<file path="config.mk">
export PLATFORM = sky130hd
export DESIGN_NAME = ecap_top
export DESIGN_NICKNAME = d
export VERILOG_FILES = /design/src/rtl/ecap_pkg.sv /design/src/rtl/ecap_filter.sv /design/src/rtl/ecap_datapath.sv /design/src/rtl/ecap_control.sv /design/src/rtl/ecap_top.sv
export SDC_FILE = /design/constraint.sdc
export NUM_CORES = 1
export LEC_CHECK = 0
export CAP_MARGIN = 20
export CORE_MARGIN = 3
export CORE_UTILIZATION = 44
export CTS_CLUSTER_DIAMETER = 200
export DETAILED_ROUTE_END_ITERATION = 7
export PLACE_DENSITY_LB_ADDON = 0.15
export SYNTH_ARGS = -nofsm -noshare
export SYNTH_HDL_FRONTEND = slang
export SYNTH_SLANG_ARGS = --single-unit
</file>
<file path="constraint.sdc">
create_clock -name clk -period 1.9 [get_ports clk]
set_input_delay 0.475 -clock clk [delete_from_list [all_inputs] [get_ports clk]]
set_output_delay 0.475 -clock clk [all_outputs]
set_load 0.05 [all_outputs]
</file>
<file path="src/rtl/ecap_pkg.sv">
package ecap_pkg;

  typedef enum logic [1:0] {
    ADDR_LOW  = 2'd0,
    ADDR_HIGH = 2'd1,
    ADDR_FLAG = 2'd2,
    ADDR_NONE = 2'd3
  } ecapAddr_t;

  // strobes from control to datapath
  typedef struct packed {
    logic rdLow;
    logic rdHigh;
    logic rdFlag;
  } ecapStrobes_t;

endpackage

</file>
<file path="src/rtl/ecap_filter.sv">
module ecap_filter #(
  parameter int SYNC_STAGES = 2,
  parameter int FILT_LEN    = 4
) (
  input  logic clk,
  input  logic rstN,
  input  logic rawIn,
  input  logic filtEn,
  output logic lvlOut
);

  logic [SYNC_STAGES-1:0] syncQ;
  logic syncLvl;
  logic filtLvl;

  always_ff @(posedge clk or negedge rstN) begin
    if (!rstN) syncQ <= '0;
    else       syncQ <= {syncQ[SYNC_STAGES-2:0], rawIn};
  end

  assign syncLvl = syncQ[SYNC_STAGES-1];

  generate
    if (FILT_LEN > 1) begin : g_filter
      logic [FILT_LEN-2:0] histQ;
      logic [FILT_LEN-1:0] window;
      assign window = {histQ, syncLvl};

      always_ff @(posedge clk or negedge rstN) begin
        if (!rstN) begin
          histQ   <= '0;
          filtLvl <= 1'b0;
        end else begin
          histQ <= window[FILT_LEN-2:0];
          if (&window)       filtLvl <= 1'b1;
          else if (~|window) filtLvl <= 1'b0;
        end
      end

      AST_FILT_RISE_AGREES: assert property (@(posedge clk) disable iff (!rstN)
        $rose(filtLvl) |-> $past(syncLvl));
      AST_FILT_FALL_AGREES: assert property (@(posedge clk) disable iff (!rstN)
        $fell(filtLvl) |-> !$past(syncLvl));
    end else begin : g_nofilter
      assign filtLvl = syncLvl;
    end
  endgenerate

  assign lvlOut = filtEn ? filtLvl : syncLvl;

endmodule

</file>
<file path="src/rtl/ecap_datapath.sv">
module ecap_datapath
  import ecap_pkg::*;
#(
  parameter int CNT_W       = 16,
  parameter int BUS_W       = 8,
  parameter int SYNC_STAGES = 2,
  parameter int FILT_LEN    = 4
) (
  input  logic             clk,
  input  logic             rstN,
  input  logic             pinIn,
  input  logic             cmpIn,
  input  logic             srcSelCmp,
  input  logic             filtEn,
  input  logic             edgeRise,
  input  logic [CNT_W-1:0] cntVal,
  input  ecapStrobes_t     strb,
  input  logic             flagBit,
  output logic             capStrobe,
  output logic [BUS_W-1:0] rdData
);

  localparam int HI_W = CNT_W - BUS_W;

  logic rawSel;
  logic lvl;
  logic prevLvl;
  logic [CNT_W-1:0] capQ;
  logic [HI_W-1:0]  tempQ;

  assign rawSel = srcSelCmp ? cmpIn : pinIn;

  ecap_filter #(
    .SYNC_STAGES(SYNC_STAGES),
    .FILT_LEN   (FILT_LEN)
  ) filter_i (
    .clk   (clk),
    .rstN  (rstN),
    .rawIn (rawSel),
    .filtEn(filtEn),
    .lvlOut(lvl)
  );

  always_ff @(posedge clk or negedge rstN) begin
    if (!rstN) prevLvl <= 1'b0;
    else       prevLvl <= lvl;
  end

  assign capStrobe = edgeRise ? (lvl & ~prevLvl) : (~lvl & prevLvl);

  always_ff @(posedge clk or negedge rstN) begin
    if (!rstN)          capQ <= '0;
    else if (capStrobe) capQ <= cntVal;
  end

  always_ff @(posedge clk or negedge rstN) begin
    if (!rstN)           tempQ <= '0;
    else if (strb.rdLow) tempQ <= capQ[CNT_W-1:BUS_W];
  end

  always_comb begin
    rdData = '0;
    if (strb.rdLow)       rdData = capQ[BUS_W-1:0];
    else if (strb.rdHigh) rdData = tempQ[BUS_W-1:0];
    else if (strb.rdFlag) rdData = {{(BUS_W-1){1'b0}}, flagBit};
  end

  AST_CAP_TAKES_COUNT: assert property (@(posedge clk) disable iff (!rstN)
    capStrobe |=> (capQ == $past(cntVal)));
  AST_CAP_HOLDS: assert property (@(posedge clk) disable iff (!rstN)
    !capStrobe |=> $stable(capQ));
  AST_TEMP_HOLDS: assert property (@(posedge clk) disable iff (!rstN)
    !strb.rdLow |=> $stable(tempQ));

endmodule

</file>
<file path="src/rtl/ecap_control.sv">
module ecap_control
  import ecap_pkg::*;
#(
  parameter int BUS_W = 8
) (
  input  logic             clk,
  input  logic             rstN,
  input  logic [1:0]       busAddr,
  input  logic             rdEn,
  input  logic             wrEn,
  input  logic [BUS_W-1:0] wrData,
  input  logic             intAck,
  input  logic             intEn,
  input  logic             capStrobe,
  output ecapStrobes_t     strb,
  output logic             capFlag,
  output logic             irq
);

  ecapAddr_t addr;
  logic swClr;
  logic flagQ;
  logic wrUnused;

  assign addr     = ecapAddr_t'(busAddr);
  assign swClr    = wrEn && (addr == ADDR_FLAG) && wrData[0];
  assign wrUnused = ^wrData[BUS_W-1:1];

  assign strb.rdLow  = rdEn && (addr == ADDR_LOW);
  assign strb.rdHigh = rdEn && (addr == ADDR_HIGH);
  assign strb.rdFlag = rdEn && (addr == ADDR_FLAG);

  always_ff @(posedge clk or negedge rstN) begin
    if (!rstN)                  flagQ <= 1'b0;
    else if (capStrobe)         flagQ <= 1'b1;
    else if (swClr || intAck)   flagQ <= 1'b0;
  end

  assign capFlag = flagQ;
  assign irq     = flagQ & intEn;

  AST_FLAG_ON_CAPTURE: assert property (@(posedge clk) disable iff (!rstN)
    capStrobe |=> capFlag);
  AST_FLAG_ONLY_BY_CAPTURE: assert property (@(posedge clk) disable iff (!rstN)
    (!capStrobe && !capFlag) |=> !capFlag);
  AST_ACK_CLEARS: assert property (@(posedge clk) disable iff (!rstN)
    (intAck && !capStrobe) |=> !capFlag);
  AST_SW_CLEARS: assert property (@(posedge clk) disable iff (!rstN)
    (swClr && !capStrobe) |=> !capFlag);
  AST_CAPTURE_WINS: assert property (@(posedge clk) disable iff (!rstN)
    (capStrobe && (swClr || intAck)) |=> capFlag);
  AST_OVERWRITE_KEEPS_FLAG: assert property (@(posedge clk) disable iff (!rstN)
    (capStrobe && capFlag) |=> capFlag);

endmodule

</file>
<file path="src/rtl/ecap_top.sv">
module ecap_top
  import ecap_pkg::*;
#(
  parameter int CNT_W       = 16,
  parameter int BUS_W       = 8,
  parameter int SYNC_STAGES = 2,
  parameter int FILT_LEN    = 4
) (
  input  logic             clk,
  input  logic             rstN,
  input  logic             pinIn,
  input  logic             cmpIn,
  input  logic             srcSelCmp,
  input  logic             filtEn,
  input  logic             edgeRise,
  input  logic             intEn,
  input  logic [CNT_W-1:0] cntVal,
  input  logic             intAck,
  input  logic [1:0]       busAddr,
  input  logic             rdEn,
  input  logic             wrEn,
  input  logic [BUS_W-1:0] wrData,
  output logic [BUS_W-1:0] rdData,
  output logic             capFlag,
  output logic             irq
);

  ecapStrobes_t strb;
  logic capStrobe;

  ecap_control #(.BUS_W(BUS_W)) control_i (
    .clk      (clk),
    .rstN     (rstN),
    .busAddr  (busAddr),
    .rdEn     (rdEn),
    .wrEn     (wrEn),
    .wrData   (wrData),
    .intAck   (intAck),
    .intEn    (intEn),
    .capStrobe(capStrobe),
    .strb     (strb),
    .capFlag  (capFlag),
    .irq      (irq)
  );

  ecap_datapath #(
    .CNT_W      (CNT_W),
    .BUS_W      (BUS_W),
    .SYNC_STAGES(SYNC_STAGES),
    .FILT_LEN   (FILT_LEN)
  ) datapath_i (
    .clk      (clk),
    .rstN     (rstN),
    .pinIn    (pinIn),
    .cmpIn    (cmpIn),
    .srcSelCmp(srcSelCmp),
    .filtEn   (filtEn),
    .edgeRise (edgeRise),
    .cntVal   (cntVal),
    .strb     (strb),
    .flagBit  (capFlag),
    .capStrobe(capStrobe),
    .rdData   (rdData)
  );

endmodule

</file>
Yosys cells after proc, flatten, opt, wreduce, memory -nomap -nowiden
Cells that the tools add are included.
{"block": "op_classes", "n_eq_ne": 3, "n_reduce_logical": 10, "bitwise": 5, "n_mux": 10}
{"op": "8-bit 2-to-1 mux", "count": 2}
{"op": "1-bit 2-to-1 mux", "count": 8}
{"op": "1-bit logical AND", "count": 5}
{"op": "4-bit AND reduction", "count": 1}
{"op": "4-bit OR reduction", "count": 1}
{"op": "1-bit bitwise AND", "count": 3}
{"op": "2-bit by 1-bit equality test with 1-bit output (second input constant)", "count": 1}
{"op": "2-bit equality test (second input constant)", "count": 1}
{"op": "2-bit logical NOT", "count": 1}
{"op": "2-bit != test (second input constant)", "count": 1}
{"op": "1-bit NOT", "count": 2}
{"op": "2-bit nonzero test", "count": 1}
{"op": "1-bit logical OR", "count": 1}
{"block": "word_totals", "word_cells": 35, "in_bits": 37, "output_inout_bits": 10, "ff_bits": 32}

Longest topological paths before layout
{"block": "logic_depth", "depth_word": 6, "mapped_depth": 4, "ltp_nobuf": 3}

Hierarchy
Synthesis repeated with hierarchy kept, for this count alone.
{"block": "unflattened", "cells_unflattened": 165, "area_unflattened_um2": 1820.5}
{"mod": "ecap_datapath", "seq_area_each_um2": 625.6, "cells_per_inst": 147, "instances": 1, "area_each_um2": 1552.7}
{"mod": "ecap_filter", "seq_area_each_um2": 150.1, "cells_per_inst": 10, "instances": 1, "area_each_um2": 187.7}
{"mod": "ecap_control", "seq_area_each_um2": 25.0, "cells_per_inst": 8, "instances": 1, "area_each_um2": 80.1}

Worst setup path before layout
No wires, ideal clock.
{"block": "synth_timing", "path_kind": "input-to-output", "startpoint": "input busAddr[0]", "endpoint": "output rdData[1]", "path_stages": 3, "required_ps": 1425, "slack_ps": -205, "path_buffers": 1, "arrival_time_ps": 1630, "path_cell_list": "clkbuf_1 mux2i_1 nor2_1"}
{"block": "synth_between", "elab_chain_cells": 4, "word_cells_on_any_way": 6, "cone_classes": "eq/ne: 1; mux: 2; reduce/logical: 3"}
{"element": "start: declaration", "line": "ecap_top.sv:19", "source": "input logic [1:0] busAddr,"}
{"element": "2-bit by 1-bit equality test with 1-bit output", "line": "ecap_control.sv:30", "source": "assign strb.rdHigh = rdEn && (addr == ADDR_HIGH);"}
{"element": "1-bit logical AND", "line": "ecap_control.sv:30"}
{"element": "8-bit 2-to-1 mux", "line": "ecap_datapath.sv:64", "source": "else if (strb.rdHigh) rdData = tempQ[BUS_W-1:0];"}
{"element": "8-bit 2-to-1 mux (*)", "line": "ecap_datapath.sv:63", "source": "if (strb.rdLow) rdData = capQ[BUS_W-1:0];"}
{"element": "end: declaration", "line": "ecap_top.sv:23", "source": "output logic [BUS_W-1:0] rdData,"}
Mark *: on every way between the ends. The rest lies on a longest branch, timed or not.

Worst setup path after layout
{"block": "layout_timing", "startpoint": "input busAddr[0]", "endpoint": "output rdData[0]"}
{"block": "layout_between", "elab_chain_cells": 5, "word_cells_on_any_way": 9, "cone_classes": "eq/ne: 2; mux: 3; reduce/logical: 4"}
{"element": "2-bit equality test", "line": "ecap_control.sv:31", "source": "assign strb.rdFlag = rdEn && (addr == ADDR_FLAG);"}
{"element": "1-bit logical AND", "line": "ecap_control.sv:31"}
{"element": "1-bit 2-to-1 mux", "line": "ecap_datapath.sv:65", "source": "else if (strb.rdFlag) rdData = {{(BUS_W-1){1'b0}}, flagBit};"}
{"element": "8-bit 2-to-1 mux", "line": "ecap_datapath.sv:64"}
{"element": "8-bit 2-to-1 mux (*)", "line": "ecap_datapath.sv:63"}
Marks and branches as above.

==> qor.csv <==
stage,metric,value,unit
layout,area delta synth->final,50.7,%
die,Placeable Area,2880,um^2
worst_setup_path,Startpoint Class,primary input,
global_routing,GRT overflow,0,
timing,Slew Limit Fails,0,
route,Via-to-Cell Ratio,4.86,
route,Post-DRT Antenna Nets,0,
clock_network,"Reg clk slew, reported paths",0.10,ns
clock_network,Max H-tree Level,2,
min_path,Hold Path Class,register to register,
layout,Final Util,72.3,%
timing,Clock Skews,0.0103,ns
power_and_ir_drop,Clock Power Share,19.6,%
placed_design,Placer Congestion,0.741,
power_and_ir_drop,Power per Cell Area,1030,nW/um^2
power_and_ir_drop,Comb power frac,33.6,%
timing,Final Hold Viols,0,
layout,"most common cell after layout, fill and taps aside",dfrtp_1,
worst_setup_path,Critical Path RT,1.42,ns
worst_setup_path,R2R Setup Slk,0.32,ns
timing,final setup vio count,0,
route,initial drt markers,38,
die,Initial Util,48.0,%
global_routing,largest net degree at the start of global routing,33,
yosys,sequential area share after synthesis,58.0,%
power_and_ir_drop,register share of total power,46.8,%
layout,share of layout cells above drive strength 1,46.2,%
timing,Worst-Margin Slew,0.396,ns
placed_design,DP HPWL,2.03,mm
layout,fill count,207,
layout,Antenna diodes,0,
placed_design,# port buffers,39,
global_routing,vias in the first global route,957,
status,status,finished clean,
power_and_ir_drop,switching part of the total power,29.1,%
route,DR WL/cell,14.9,um
worst_setup_path,reg2reg start,datapath_i.filter_i.syncQ[1]$_DFF_PN0_,
timing,post-route setup slack,0.0572,ns
route,met3 WL,197,um
timing,final cycle utilization of the critical path,97.0,%
clock_network,CTS buffer count,5,
worst_setup_path,WP data arrival,1.37,ns
die,Chip Width,62.0,um
timing,shortest period the worst path allows,1.84,ns
yosys,Mapped Cells,92,
die,Die H,62.0,um
power_and_ir_drop,Pint,1.52,mW
worst_setup_path,CP peak stage delay,0.26,ns
worst_setup_path,Crit. Startpoint,busAddr[0],
global_routing,GRT Total Usage,16.9,%
worst_setup_path,Crit Path Category,primary input to primary output,
timing,Max-slew headroom,73.6,%
layout,Non-Filler Instances,185,
clock_network,CTS tree,done,
yosys,flip-flop and latch count after synthesis,32,
worst_setup_path,Worst R2R End,datapath_i.capQ[3]$_DFFE_PN0P_,
placed_design,DP Worst Slack,-0.269,ns
clock_network,Longest Clk Path Bufs,2,
die,io pins,47,
power_and_ir_drop,switching power,625,uW
route,drt first pass iters,3,
layout,final net count,180,
worst_setup_path,R2R depth,4,
die,die area,3840,um^2
timing,Setup TNS,0,ns
timing,RSZ-0062 raised after global routing,false,
route,Met2 Wirelength,1.41,mm
route,highest routed layer,met4,
die,cell row count,19,
route,drt drc,0,
yosys,yosys warns,0,
yosys,syn avg cell area,15.0,um^2
power_and_ir_drop,VDD IR max,0.695,mV
route,Vias,900,
yosys,Mapped Nets,129,
global_routing,initial antenna violation count,0,
yosys,mapped cell area,1380,um^2
worst_setup_path,Worst setup EP type,primary output,
timing,maximum clock frequency,0.543,GHz
route,WL met1,1.12,mm
clock_network,Worst-Skew Late Latency,0.32,ns
clock_network,Root Driver,clkbuf_4,
worst_setup_path,"slowest stage cell, crit path",dlygate4sd2_1,
layout,most frequent cells in the layout,"dfrtp_1 (32), clkdlybuf4s50_1 (26), mux2_2 (16)",
placed_design,Cells after DPL,177,
worst_setup_path,CP Max Fanout,7,
flow_run,number of max-cap violations,0,
clock_network,# clock sinks,32,
worst_setup_path,worst setup path end,rdData[0],
worst_setup_path,"Cell Chain, Critical Path",dlygate4sd2_1 > buf_6 > o21ai_0 > and2_4 > buf_12,
power_and_ir_drop,Lkg Pwr,0.894,nW
route,drt total wl,2.75,mm
power_and_ir_drop,PnR Total Power,2.15,mW
global_routing,first-pass GRT wire length,4.53,mm
yosys,Yosys cell types,19,
==> area by class of cell <==
class	instances	area [um^2]	area share [%]
clock buffers	7	65.1	3.13
inverters	1	3.75	0.181
multi-input cells	56	594	28.6
flip-flops and latches	32	801	38.5
well taps	42	52.6	2.53
repair buffers	47	563	27.1
==> stage by stage <==
stage | hold slack [ns] | instance area [um^2]
after floorplan | 0.179 | 1400
after detailed placement | 0.342 | 1980
after CTS | 0.364 | 2070
after global routing | 0.365 | 2080
after global placement | 0.333 | 1980
final | 0.365 | 2080
==> flip-flops by register name, summed over array words and instances (netlist names) <==
| register | count |
|---|---|
| datapath_i.tempQ | 8 |
| control_i.capFlag | 1 |
| datapath_i.filter_i.filtLvl | 1 |
| datapath_i.filter_i.syncQ | 2 |
| datapath_i.capQ | 16 |
| datapath_i.filter_i.g_filter.histQ | 3 |
| datapath_i.prevLvl | 1 |
==> layer usage <==
layer	GRT usage (%)	vias up
met5	0	-
met4	5.45	0
met3	5.37	4
met2	28.7	29
met1	20.2	446
li1	-	421
==> worst min-delay path by stage <==
stage	cells after the start	slack, ns	endpoint	start
floorplan	0	0.18	control_i.capFlag$_DFFE_PN0P_	rstN
global placement	0	0.33	datapath_i.filter_i.syncQ[1]$_DFF_PN0_	datapath_i.filter_i.syncQ[0]$_DFF_PN0_
detailed placement	0	0.34	datapath_i.filter_i.syncQ[1]$_DFF_PN0_	datapath_i.filter_i.syncQ[0]$_DFF_PN0_
CTS	0	0.36	datapath_i.filter_i.syncQ[1]$_DFF_PN0_	datapath_i.filter_i.syncQ[0]$_DFF_PN0_
global route	0	0.36	datapath_i.filter_i.syncQ[1]$_DFF_PN0_	datapath_i.filter_i.syncQ[0]$_DFF_PN0_
finish	0	0.37	datapath_i.filter_i.syncQ[1]$_DFF_PN0_	datapath_i.filter_i.syncQ[0]$_DFF_PN0_
==> synth_stat cells (all sizes together) <==
master  instances  area (um^2)
or3             1         6.26
dfrtp          32          801
o21ai           1         5.00
nand3b          1         7.51
a21oi           1         5.00
clkbuf          2         7.51
inv             1         3.75
mux2           26          330
nand2b          3         18.8
nand4b          1         8.76
and2            2         12.5
mux2i           9          103
a31o            1         8.76
a31oi           1         6.26
buf             1         20.0
nor2            9         36.3
==> logic make-up (layout without fill, tap and decap cells) <==
| family | Yosys count | count (layout) | synth area share (%) |
|---|---|---|---|
| and+or+nand+nor | 17 | 17 | 6.53 |
| buffers and inverters | 4 | 55 | 2.27 |
| muxes | 35 | 35 | 31.4 |
| AOI/OAI and AO/OA | 4 | 4 | 1.81 |
| DFF | 32 | 32 | 58.0 |
==> power by group through the flow <==
stage | Clock [mW] | Sequential, mW | Combinational (mW)
2_1_floorplan | 0 | 0.985 | 0.439
3_3_place_gp | 0 | 0.995 | 0.677
3_5_place_dp | 0 | 1.01 | 0.696
4_1_cts | 0.427 | 0.999 | 0.714
5_1_grt | 0.451 | 1.04 | 0.773
6_report | 0.421 | 1.01 | 0.723
==> critical path: cells and delay by family <==
| kind | cells | cell delay [ns] |
|---|---|---|
| AO/OA/AOI/OAI | 1 | 0.18 |
| buffers and inverters | 3 | 0.54 |
| AND/OR/NAND/NOR | 1 | 0.18 |
==> timing repair <==
action / 4_1_cts / 5_1_grt
setup buffers: 1 / 0
hold buffers: 0 / 0
pin swaps: 1 / 0
gates resized for setup: 8 / 6
cloned: 0 / 0
setup endpoints to repair: 8 / 8
(Power assumes the default switching activity.)
